File: src/rtl/slot_pkg.sv
package slot_pkg;
  // Wire-time cost of one packet: payload time plus fixed overhead.
  function automatic int unsigned pkt_cost(input int unsigned len, input bit ping,
                                           input int unsigned byte_t, input int unsigned ovh);
    return ping ? ovh : (len * byte_t + ovh);
  endfunction
endpackage

File: src/rtl/slot_store.sv
module slot_store #(
  parameter int QH_W  = 4,
  parameter int LEN_W = 8
) (
  input  logic             clk,
  input  logic             rst_n,
  input  logic             wr_en,
  input  logic [QH_W-1:0]  wr_qh,
  input  logic [LEN_W-1:0] wr_len,
  input  logic             wr_ping,
  input  logic             pop,
  input  logic             flush,
  input  logic [QH_W-1:0]  match_qh,
  output logic [1:0]       vld,
  output logic             full,
  output logic             dup,
  output logic [QH_W-1:0]  head_qh,
  output logic [LEN_W-1:0] head_len,
  output logic             head_ping,
  output logic             head_vld,
  output logic [QH_W-1:0]  qh_a,
  output logic [QH_W-1:0]  qh_b
);
  localparam int NSLOT = 2;

  logic             vld_q  [NSLOT];
  logic [QH_W-1:0]  qh_q   [NSLOT];
  logic [LEN_W-1:0] len_q  [NSLOT];
  logic             ping_q [NSLOT];
  logic [NSLOT-1:0] hit;
  logic             old_q;
  logic             free_idx;

  assign free_idx = vld_q[0];

  for (genvar g = 0; g < NSLOT; g++) begin : g_slot
    logic set_g, clr_g;
    assign set_g  = wr_en && (free_idx == 1'(g));
    assign clr_g  = flush || (pop && (old_q == 1'(g)));
    assign hit[g] = vld_q[g] && (qh_q[g] == match_qh);
    assign vld[g] = vld_q[g];

    always_ff @(posedge clk) begin
      if (!rst_n) begin
        vld_q[g]  <= 1'b0;
        qh_q[g]   <= '0;
        len_q[g]  <= '0;
        ping_q[g] <= 1'b0;
      end else if (clr_g) begin
        vld_q[g]  <= 1'b0;
      end else if (set_g) begin
        vld_q[g]  <= 1'b1;
        qh_q[g]   <= wr_qh;
        len_q[g]  <= wr_len;
        ping_q[g] <= wr_ping;
      end
    end
  end

  // Arrival order: old_q points at the oldest held entry.
  always_ff @(posedge clk) begin
    if (!rst_n || flush)               old_q <= 1'b0;
    else if (pop)                      old_q <= ~old_q;
    else if (vld == 2'b00 && wr_en)    old_q <= free_idx;
  end

  assign full      = vld_q[0] && vld_q[1];
  assign dup       = |hit;
  assign head_vld  = vld_q[old_q];
  assign head_qh   = qh_q[old_q];
  assign head_len  = len_q[old_q];
  assign head_ping = ping_q[old_q];
  assign qh_a      = qh_q[0];
  assign qh_b      = qh_q[1];
endmodule

File: src/rtl/late_check.sv
module late_check
  import slot_pkg::*;
#(
  parameter int UF_TICKS = 7500,
  parameter int LEN_W    = 8,
  parameter int BYTE_T   = 8,
  parameter int OVH      = 40
) (
  input  logic             clk,
  input  logic             rst_n,
  input  logic             uf_start,
  input  logic             cand,
  input  logic [LEN_W-1:0] len,
  input  logic             ping,
  output logic             go,
  output logic             miss,
  output logic             frozen
);
  localparam int TW = $clog2(UF_TICKS + 1);

  logic [TW-1:0] t_left_q;
  logic [TW-1:0] avail;
  logic          elig;
  logic          fits;
  logic          frozen_q;

  always_ff @(posedge clk) begin
    if (!rst_n)                t_left_q <= '0;
    else if (uf_start)         t_left_q <= TW'(UF_TICKS - 1);
    else if (t_left_q != '0)   t_left_q <= t_left_q - 1'b1;
  end

  assign avail = uf_start ? TW'(UF_TICKS) : t_left_q;
  assign fits  = pkt_cost(32'(len), ping, BYTE_T, OVH) <= 32'(avail);
  assign elig  = cand && (!frozen_q || uf_start);
  assign go    = elig && fits;
  assign miss  = elig && !fits;

  always_ff @(posedge clk) begin
    if (!rst_n)        frozen_q <= 1'b0;
    else if (uf_start) frozen_q <= miss;
    else if (miss)     frozen_q <= 1'b1;
  end

  assign frozen = frozen_q;
endmodule

File: src/rtl/async_slot_mgr.sv
module async_slot_mgr #(
  parameter int QH_W     = 4,
  parameter int LEN_W    = 8,
  parameter int UF_TICKS = 7500,
  parameter int BYTE_T   = 8,
  parameter int OVH      = 40
) (
  input  logic             clk,
  input  logic             rst_n,
  input  logic             uf_start,
  input  logic             req_valid,
  input  logic [QH_W-1:0]  req_qh,
  input  logic [LEN_W-1:0] req_len,
  input  logic             req_ping,
  output logic             req_accept,
  input  logic             post_done,
  input  logic             host_err,
  output logic             xact_start,
  output logic [QH_W-1:0]  xact_qh,
  output logic [LEN_W-1:0] xact_len,
  output logic             xact_fetch,
  output logic             late_miss,
  output logic             port_frozen,
  output logic             slot_free,
  halted
);
  logic [1:0]       vld;
  logic             full, dup, head_vld, head_ping;
  logic [QH_W-1:0]  head_qh, qh_a, qh_b;
  logic [LEN_W-1:0] head_len;
  logic             run_q, halt_q;
  logic             pop, cand, go, miss, frozen;

  assign req_accept = req_valid && !halt_q && !host_err && !full && !dup;
  assign pop        = post_done && run_q && !host_err;
  assign cand       = head_vld && !run_q && !halt_q && !host_err;

  slot_store #(.QH_W(QH_W), .LEN_W(LEN_W)) u_store (
    .clk(clk), .rst_n(rst_n),
    .wr_en(req_accept), .wr_qh(req_qh), .wr_len(req_len), .wr_ping(req_ping),
    .pop(pop), .flush(host_err), .match_qh(req_qh),
    .vld(vld), .full(full), .dup(dup),
    .head_qh(head_qh), .head_len(head_len), .head_ping(head_ping), .head_vld(head_vld),
    .qh_a(qh_a), .qh_b(qh_b)
  );

  late_check #(.UF_TICKS(UF_TICKS), .LEN_W(LEN_W), .BYTE_T(BYTE_T), .OVH(OVH)) u_late (
    .clk(clk), .rst_n(rst_n), .uf_start(uf_start),
    .cand(cand), .len(head_len), .ping(head_ping),
    .go(go), .miss(miss), .frozen(frozen)
  );

  always_ff @(posedge clk) begin
    if (!rst_n || host_err) run_q <= 1'b0;
    else if (pop)           run_q <= 1'b0;
    else if (go)            run_q <= 1'b1;
  end

  always_ff @(posedge clk) begin
    if (!rst_n)        halt_q <= 1'b0;
    else if (host_err) halt_q <= 1'b1;
  end

  assign xact_start  = go;
  assign xact_qh     = head_qh;
  assign xact_len    = head_len;
  assign xact_fetch  = go && !head_ping;
  assign late_miss   = miss;
  assign port_frozen = frozen;
  assign slot_free   = pop || (host_err && !halt_q && (vld != 2'b00));
  assign halted      = halt_q;
endmodule

File: config.mk
export PLATFORM = sky130hd
export DESIGN_NAME = async_slot_mgr
export DESIGN_NICKNAME = d
export VERILOG_FILES = /design/src/rtl/slot_pkg.sv /design/src/rtl/slot_store.sv /design/src/rtl/late_check.sv /design/src/rtl/async_slot_mgr.sv
export SDC_FILE = /design/constraint.sdc
export NUM_CORES = 1
export LEC_CHECK = 0
export ABC_AREA = 1
export CORE_MARGIN = 2
export CORE_UTILIZATION = 55
export DETAILED_ROUTE_END_ITERATION = 16
export DONT_BUFFER_PORTS = 1
export PLACE_DENSITY = 0.73
export SYNTH_ARGS = -nofsm -noshare
export SYNTH_HDL_FRONTEND = slang
export SYNTH_SLANG_ARGS = --single-unit
File: constraint.sdc
create_clock -name clk -period 2.6 [get_ports clk]
set_input_delay 0.26 -clock clk [delete_from_list [all_inputs] [get_ports clk]]
set_output_delay 0.26 -clock clk [all_outputs]
set_load 0.01 [all_outputs]
==> flow_summary_export.csv, run 1 <==
group,metric,value,unit
timing,rsz0062_at_grt,"true",
layout,fin_area,3260,um^2
route,final_antenna_net_count,0,
layout,register_area,1180,um^2
clock_tree,cts_buffers,5,
clock_tree,clk_latency,0.31,ns
global_routing,grt_pass1_wl,10.5,mm
floorplan,core,5070,um^2
status,status,"finished with violations",
floorplan,die_h,76.1,um
floorplan,rows,26,
timing,setup-violations-final,3,
worst_setup_path,worstPathArrival,2.62,ns
placed_design,placed_area,3000,um^2
placed_design,hpwl,4.69,mm
power,p_leak,1.56,nW
global_routing,grt-ovfl-total,0,
power,totalPowerFinal,1.56,mW
power,ir_drop,317,uV
hold_path,min-delay-start,"rst_n",
floorplan,die_x,76.1,um
worst_setup_path,path_max_fanout,7,
status,violations,"negative setup slack",
route,vias,2516,
timing,fin_skew,0.00641,ns
timing,period_minus_slack,2.88,ns
timing,drv_slew,0,
timing,final_hold_viol_count,0,
worst_setup_path,endpoint_kind,"output port",
global_routing,grt_max_degree,16,
layout,layout.nets,448,
floorplan,start_util,56.4,%
synthesis,netlist_instances,400,
worst_setup_path,worst_ep_required_time,2.34,ns
synthesis,yosysSeqAreaShare,41.3,%
timing,max_freq,0.347,GHz
hold_path,min_path_type,"primary input to flop",
synthesis,synth_cell_types,35,
synthesis,synth.avg_cell_area,7.16,um^2
hold_path,hold_path_depth,2,
layout,drive_gt1_share,18.9,%
global_routing,grt_usage,22.5,%
run,drv_cap,0,
layout,n_fill_cell,472,
clock_tree,clockBufferDepth,2,
layout,multi_input_area,1530,um^2
worst_setup_path,reg2reg_depth,19,
clock_tree,cts_hold_buf,0,
timing,setup_ws,-0.279,ns
global_routing,grt_antenna_before_repair,0,
synthesis,synth-seq-cells,46,
route,firstDrtPassIters,4,
layout,antenna_cells,0,
synthesis,synth_area,2860,um^2
worst_setup_path,startpoint_type,"flop",
timing,slew_headroom,59.3,%
timing,worst_hold_slack,0.0585,ns
timing,tightestPinTransition,0.610,ns
clock_tree,cts_sinks,46,
route,wl_per_cell,13.1,um
worst_setup_path,critPathKind,"flop to output port",
global_routing,grt_pass1_vias,2376,
route,drt_iter0_drc,155,
placed_design,place.gp.congestion,0.868,
clock_tree,clockRootBuffer,"clkbuf_8",
power,cellPowerDensity,477,nW/um^2
clock_tree,cts_tree,"yes",
clock_tree,htree_levels,2,
synthesis,ys_warn_count,0,
layout,area_delta_synth_final,14.0,%
floorplan,dieArea,5800,um^2
route,wl,6.40,mm
timing,finalCritPeriodShare,111,%
route,drc_errors,0,
placed_design,port_buffers,0,
floorplan,io_pins,38,
clock_tree,path_clk_slew,0.08,ns
route,viasPerCell,5.16,
synthesis,syn_nets,431,
==> synth_stat cells (all sizes together) <==
| cell type | number | area share [%] |
|---|---|---|
| dfxtp | 20 | 14 |
| nor3 | 4 | 0.70 |
| ha | 12 | 5.2 |
| xnor2 | 1 | 0.31 |
| o21ai | 16 | 3.5 |
| nand3 | 17 | 3.4 |
| or2 | 3 | 0.66 |
| nand4 | 5 | 1.1 |
| nand3b | 1 | 0.26 |
| o31ai | 1 | 0.26 |
| o21a | 1 | 0.26 |
| inv | 61 | 8.0 |
| o21bai | 2 | 0.52 |
| clkbuf | 1 | 0.13 |
| a21boi | 1 | 0.39 |
| a21oi | 20 | 3.8 |
| nor3b | 1 | 0.26 |
| and3 | 1 | 0.22 |
| xor2 | 2 | 0.61 |
| buf | 6 | 1.9 |
| nor2 | 74 | 10 |
| edfxtp | 26 | 27 |
| nand2 | 124 | 17 |
==> worst max-delay path, stage by stage (launching register included) <==
cell     delay [ns]
dfxtp_4        0.38
inv_6          0.08
nand2_2        0.06
nand2_4        0.09
ha_4           0.14
inv_2          0.03
nand2_2        0.06
nand2_2        0.07
a21oi_4        0.14
nand3_2        0.12
nand2_1        0.07
nor2_1         0.04
ha_1           0.30
nand2_2        0.07
nor2_4         0.15
nand3_2        0.09
nand3_2        0.10
buf_4          0.12
nand3_2        0.09
inv_2          0.10
==> cell usage in the layout (no fill, tap or decap), types with 3 or more instances in the layout <==
cell type and n:
inv_1 51, edfxtp_1 26, nor2_4 5, inv_2 9, nand2_4 3, dfxtp_1 19, buf_6 3, nand2_1 104
nand3_2 5, nand2_2 17, ha_1 10, nor2_2 3, nand3_1 11, a21oi_1 18, nand4_1 5, nor2_1 66
clkbuf_8 5, o21ai_1 4, buf_4 14, nor3_1 4, o21ai_0 9
==> area by class of cell <==
cell class,count,share of cell area [%]
multi-input combinational,286,46.9
inverter,61,7.17
clock inverter,3,0.575
sequential,46,36.3
clock buffer,5,2.11
timing repair buffer,17,4.25
tap,70,2.68
==> logic make-up (layout without fill, tap and decap cells) <==
family,count (synthesis),in the layout,synth area share [%]
XOR/XNOR,3,3,0.918
AO/OA/AOI/OAI,41,41,8.65
AND/OR/NAND/NOR,230,230,33.9
flip-flops,46,46,41.3
adder cells (fa/ha/maj),12,12,5.24
buffers and inverters,68,86,10.1
==> per-layer routing <==
metal	routed length, um	vias to the layer above	track usage (%)
li1	-	1292	-
met1	2860	1130	29.9
met2	2930	83	35.4
met3	500	11	6.40
met4	116	0	7.64
met5	0	-	0
==> state kept, by name, summed over array words and instances (netlist names), named ones only <==
name,count
run_q,1
u_store.len_q,16
u_store.ping_q,2
u_late.frozen,1
u_store.old_q,1
u_store.vld_q,2
u_late.t_left_q,13
halted,1
u_store.qh_q,8
==> worst paths after layout <==
check | end | slack [ns]
max | late_miss | -0.28
min reg2reg | run_q$_SDFFE_PP0P_ | 0.49
min | u_late.t_left_q[1]$_SDFFE_PN0P_ | 0.06
max reg2reg | u_late.frozen$_SDFFE_PN0P_ | 0.18
==> metrics by stage <==
| step | worst slack, ns | util, % | setup TNS, ns | std cells |
|---|---|---|---|---|
| floorplan | 0.0266 | - | 0 | 400 |
| global route | -0.437 | 64.3 | -1.25 | 488 |
| finish | -0.279 | 64.3 | -0.756 | 488 |
| detailed placement | -0.0106 | 59.0 | -0.0106 | 477 |
| global placement | 0.0738 | 59.0 | 0 | 477 |
| CTS | -0.213 | 61.2 | -0.570 | 486 |
==> report_power, final <==
group	total, mW	switching (mW)	internal, mW	leakage [nW]
registers	0.833	0.0302	0.803	0.436
clock network	0.434	0.245	0.188	0.0445
logic	0.289	0.185	0.104	1.08
total	1.56	0.461	1.09	1.56
==> repair_timing <==
action | CTS | global route
cloned | 0 | 0
pin swaps | 0 | 17
buffers inserted | 1 | 2
gates resized for setup | 8 | 38
setup endpoints to repair | 3 | 5
No activity file was read; power rests on OpenSTA's default activity.
==> run 2, diff against run 1 <==
--- a/config.mk
+++ b/config.mk
@@ -6,11 +6,12 @@
 export NUM_CORES = 1
 export LEC_CHECK = 0
 export ABC_AREA = 1
+export CORE_ASPECT_RATIO = 0.8
 export CORE_MARGIN = 2
 export CORE_UTILIZATION = 55
 export DETAILED_ROUTE_END_ITERATION = 16
 export DONT_BUFFER_PORTS = 1
-export PLACE_DENSITY = 0.73
+export PLACE_DENSITY = 0.66
 export SYNTH_ARGS = -nofsm -noshare
 export SYNTH_HDL_FRONTEND = slang
 export SYNTH_SLANG_ARGS = --single-unit
==> run 2 against run 1 <==
Compared with the run above:
- the flow still finishes with violations (negative setup slack)
- first-iteration DRC count down 15%
- power up 1.2%
- sequential power about the same
- largest cell class unchanged
- highest routed layer unchanged
==> flow_summary_export.csv, run 2 (synthesized netlist as in run 1, its figures left out) <==
group,metric,value,unit
run,drv_cap,0,
worst_setup_path,worstPathArrival,2.55,ns
layout,largest_register_ffs,16,
power,ir_drop,314,uV
worst_setup_path,path_max_fanout,6,
route,wl_per_cell,12.8,um
timing,rsz0062_at_grt,"true",
layout,top_regs,"u_store.len_q (16), u_late.t_left_q (13), u_store.qh_q (8)",
clock_tree,clockRootBuffer,"clkbuf_8",
floorplan,start_util,57.2,%
route,firstDrtPassIters,4,
clock_tree,htree_levels,2,
global_routing,grt_antenna_before_repair,0,
route,wl,6.27,mm
timing,setup-violations-final,3,
clock_tree,cts_hold_buf,0,
layout,layout.nets,458,
layout,layout_common_cells,"105 x nand2_1, 67 x nor2_1, 50 x inv_1, 26 x edfxtp_1, 24 x buf_4",
power,p_leak,1.61,nW
worst_setup_path,path_cells,"inv_4, buf_4, or2_2, o21ai_4, buf_4, o21ai_0, nor2_1, ha_1, nand2_2, inv_1, nand2_1, nand2_1, nand2_1, nand3_2, buf_4, nand3_2, inv_2",
power,totalPowerFinal,1.57,mW
route,drc_errors,0,
layout,drive_gt1_share,20.8,%
clock_tree,cts_sinks,46,
placed_design,place.gp.congestion,0.850,
status,status,"finished with violations",
placed_design,port_buffers,0,
clock_tree,clockBufferDepth,2,
timing,final_hold_viol_count,0,
power,cellPowerDensity,475,nW/um^2
layout,antenna_cells,0,
route,drt_iter0_drc,131,
floorplan,core,5010,um^2
layout,layout_commonest_cell,"nand2_1",
global_routing,grt-ovfl-total,0,
floorplan,die_x,84.7,um
floorplan,io_pins,38,
global_routing,grt_usage,23.2,%
global_routing,grt_max_degree,16,
route,vias,2525,
floorplan,dieArea,5800,um^2
floorplan,die_h,68.5,um
worst_setup_path,critPathSlowestCell,"dfxtp_4",
clock_tree,cts_tree,"yes",
worst_setup_path,critical_path.max_stage_delay,0.39,ns
worst_setup_path,worst_ep_required_time,2.34,ns
layout,final_util,66.1,%
worst_setup_path,critPathKind,"flop to output port",
timing,period_minus_slack,2.81,ns
route,viasPerCell,5.15,
layout,area_delta_synth_final,15.7,%
hold_path,min_path_type,"primary input to flop",
placed_design,hpwl,4.76,mm
timing,setup_tns,-0.603,ns
timing,setup_ws,-0.211,ns
status,violations,"negative setup slack",
timing,tightestPinTransition,0.604,ns
global_routing,grt_pass1_vias,2264,
timing,slew_headroom,59.6,%
timing,fin_skew,0.0107,ns
clock_tree,clk_latency,0.30,ns
floorplan,rows,23,
clock_tree,cts_buffers,5,
route,final_antenna_net_count,0,
timing,finalCritPeriodShare,108,%
worst_setup_path,startpoint_type,"flop",
layout,regMostFlops,"u_store.len_q",
timing,max_freq,0.356,GHz
timing,drv_slew,0,
worst_setup_path,endpoint_kind,"output port",
global_routing,grt_pass1_wl,10.4,mm
clock_tree,path_clk_slew,0.09,ns
## run 2: routing by layer
layer / vias up / routed length (um) / global-route usage (%)
met2: 89 / 2540 / 34.2
met4: 0 / 46 / 5.36
met3: 5 / 620 / 5.24
met5: - / 0 / 0
li1: 1309 / - / -
met1: 1122 / 3060 / 34.8
## run 2: report_power, final
part,total [mW],internal [mW],leakage (nW),switching (mW)
combinational,0.303,0.111,1.13,0.191
sequential,0.832,0.803,0.436,0.0296
clock,0.438,0.195,0.0457,0.243
total,1.57,1.11,1.61,0.464
## run 2: path summary, 6_finish.rpt
kind,endpoint,cells after the start,from,slack (ns)
worst max-delay path,late_miss,17,flop,-0.21
worst min-delay path,u_late.t_left_q[1]$_SDFFE_PN0P_,2,rst_n,0.06
worst max register to register,run_q$_SDFFE_PP0P_,19,flop,0.05
worst min register to register,run_q$_SDFFE_PP0P_,2,run_q$_SDFFE_PP0P_,0.48
## run 2: final cells by class
cell class / count / area [um^2]
Clock buffer: 7 / 77.6
Clock inverter: 1 / 6.26
Fill cell: 439 / 1700
Inverter: 61 / 231
Multi-Input combinational cell: 286 / 1520
Sequential cell: 46 / 1180
Tap cell: 62 / 77.6
Timing Repair Buffer: 27 / 214
## run 2: repair_timing
action | 4_1_cts | 5_1_grt
pin swaps | 17 | 19
hold endpoints to repair | 0 | 0
resized for setup | 17 | 29
buffers inserted | 4 | 4
setup endpoints to repair | 3 | 5
## run 2: per-stage QoR
stage                     worst slack, ns  cells  area, um^2  hold slack (ns)
after CTS                          -0.228    486        3180           0.0574
final                              -0.211    490        3310           0.0593
after detailed placement          -0.0730    474        3020            0.368
after global routing               -0.408    490        3310           0.0513
after global placement            -0.0167    474        3020            0.361
after floorplan                    0.0266    400        2860            0.375
## run 2: critical path: cells and delay by family, from the launching register on
family | cells | cell delay [ns]
AND/OR/NAND/NOR | 8 | 0.87
buffers and inverters | 6 | 0.56
flip-flops | 1 | 0.39
adder cells (fa/ha/maj) | 1 | 0.27
AO/OA/AOI/OAI | 2 | 0.15
==> run 3, diff against run 2 <==
--- a/config.mk
+++ b/config.mk
@@ -12,6 +12,7 @@
 export DETAILED_ROUTE_END_ITERATION = 16
 export DONT_BUFFER_PORTS = 1
 export PLACE_DENSITY = 0.66
+export REMOVE_ABC_BUFFERS = 1
 export SYNTH_ARGS = -nofsm -noshare
 export SYNTH_HDL_FRONTEND = slang
 export SYNTH_SLANG_ARGS = --single-unit
==> constraint.sdc (replaced) <==
create_clock -name clk -period 2.8 [get_ports clk]
set_input_delay 0.28 -clock clk [delete_from_list [all_inputs] [get_ports clk]]
set_output_delay 0.28 -clock clk [all_outputs]
set_load 0.01 [all_outputs]
==> run 3 against run 2 <==
Compared with the run above:
- wire length increased by 7.3%
- die area unchanged
- sequential share of layout area increased by 0.15 points
- register-to-register slack improved by 0.19 ns
- clock power increased by 3%
- via count increased by 3.4%
- the flow still finishes with violations (negative setup slack)
==> flow_summary_export.csv, run 3 (synthesized netlist as in run 1, its figures left out) <==
group,metric,value,unit
layout,layout_commonest_cell,"nand2_1",
timing,rsz0062_at_grt,"true",
floorplan,die_h,68.5,um
clock_tree,clockRootBuffer,"clkbuf_8",
layout,drive_gt1_share,19.9,%
placed_design,placed_area,2950,um^2
timing,worst_hold_slack,0.0816,ns
worst_setup_path,r2r_setup_slack,0.24,ns
power,p_leak,1.60,nW
timing,setup_ws,-0.0885,ns
placed_design,port_buffers,0,
layout,top_regs,"u_store.len_q (16), u_late.t_left_q (13), u_store.qh_q (8)",
layout,antenna_cells,0,
floorplan,dieArea,5800,um^2
worst_setup_path,critPathSlowestCell,"dfxtp_4",
route,wl,6.73,mm
layout,largest_register_ffs,16,
route,firstDrtPassIters,5,
clock_tree,cts_sinks,46,
timing,setup-violations-final,3,
timing,finalCritPeriodShare,103,%
floorplan,rows,23,
global_routing,grt_max_degree,18,
clock_tree,cts_buffers,5,
floorplan,die_x,84.7,um
worst_setup_path,reg2reg_depth,20,
layout,area_delta_synth_final,15.2,%
layout,layout.nets,452,
route,met2_length,2.97,mm
status,violations,"negative setup slack",
route,drt_iter0_drc,215,
route,route.met3.wl,556,um
power,totalPowerFinal,1.50,mW
route,vias,2612,
timing,final_hold_viol_count,0,
clock_tree,htree_levels,2,
worst_setup_path,cp_num_buf_inv,6,
route,viasPerCell,5.40,
timing,drv_slew,0,
global_routing,grt_usage,23.1,%
timing,period_minus_slack,2.89,ns
clock_tree,clk_latency,0.30,ns
worst_setup_path,cpLargestDelayFamily,"simple AND/OR/NAND/NOR gates",
timing,max_freq,0.346,GHz
worst_setup_path,crit_top_cell,"nand3_2",
route,drc_errors,0,
timing,slew_headroom,58.4,%
worst_setup_path,path_max_fanout,5,
route,top_layer_used,"met4",
worst_setup_path,startpoint_type,"flop",
power,cellPowerDensity,453,nW/um^2
run,drv_cap,0,
power,ir_drop,269,uV
worst_setup_path,critPathKind,"flop to output port",
floorplan,io_pins,38,
hold_path,hold_end,"u_late.t_left_q[0]$_SDFFE_PN0P_",
clock_tree,clockBufferDepth,2,
worst_setup_path,cp.depth,19,
clock_tree,path_clk_slew,0.09,ns
global_routing,grt-ovfl-total,0,
status,status,"finished with violations",
placed_design,place.gp.congestion,0.858,
placed_design,hpwl,4.79,mm
route,wl_per_cell,13.9,um
global_routing,grt_pass1_wl,10.4,mm
layout,regMostFlops,"u_store.len_q",
route,final_antenna_net_count,0,
hold_path,min_path_type,"primary input to flop",
route,wl_met1,3.13,mm
global_routing,grt_antenna_before_repair,0,
layout,fin_area,3300,um^2
timing,tightestPinTransition,0.623,ns
layout,layout_common_cells,"106 x nand2_1, 65 x nor2_1, 49 x inv_1, 26 x edfxtp_1",
worst_setup_path,path_cells,"inv_6, buf_12, or2_1, o21ai_2, nor2_1, nand4_1, nand2_1, o21ai_1, inv_1, ha_1, nand2_1, inv_2, nand2_2, nor2_4, nand3_2, nand3_2, buf_4, nand3_2, inv_2",
worst_setup_path,worst_ep_required_time,2.52,ns
hold_path,hold_path_depth,2,
worst_setup_path,endpoint_kind,"output port",
global_routing,grt_pass1_vias,2184,
placed_design,dp_slack,0.0929,ns
worst_setup_path,worstPathArrival,2.61,ns
clock_tree,cts_hold_buf,0,
worst_setup_path,regToRegEndpoint,"u_late.frozen$_SDFFE_PN0P_",
floorplan,start_util,57.2,%
timing,fin_skew,0.00954,ns
hold_path,min-delay-start,"rst_n",
floorplan,core,5010,um^2
clock_tree,cts_tree,"yes",
worst_setup_path,critical_path.max_stage_delay,0.42,ns
[run 3: cell types whose count changed in the layout (fill, tap and decap cells not counted), sizes merged]
cell	change
buf	-6
clkbuf	-1
clkinvlp	+1
[run 3: worst max path at each step]
stage | from | endpoint | slack, ns
floorplan | flop | xact_fetch | -0.04
global placement | flop | xact_fetch | 0.16
detailed placement | flop | xact_fetch | 0.09
CTS | flop | xact_start | -0.05
global route | flop | late_miss | -0.23
finish | flop | late_miss | -0.09
[run 3: final cells by class]
type	count	area [um^2]
clock inverters	2	16.3
fillers	420	1710
inverters	61	234
flip-flops and latches	46	1180
well taps	62	77.6
repair buffers	21	183
multi-input cells	286	1520
clock buffers	6	82.6
[run 3: report_power, final]
part | switching, mW | internal [mW]
Sequential | 0.0286 | 0.746
Clock | 0.246 | 0.204
Combinational | 0.176 | 0.0953
[run 3: timing repair]
action,4_1_cts,5_1_grt
pin swaps,14,15
gates resized for setup,22,26
setup endpoints to repair,3,3
gates cloned,0,0
setup buffers,6,6
[run 3: per-layer routing]
metal	GRT usage [%]	vias to the layer above
li1	-	1297
met1	33.4	1202
met2	35.3	104
met3	4.88	9
met4	6.55	0
met5	0	-
[run 3: per-stage QoR]
step / utilization (%) / instances / TNS [ns]
floorplan: - / 393 / -0.0419
detailed placement: 58.9 / 464 / 0
global placement: 58.9 / 464 / 0
finish: 65.9 / 484 / -0.220
global route: 65.9 / 484 / -0.643
CTS: 63.3 / 478 / -0.129
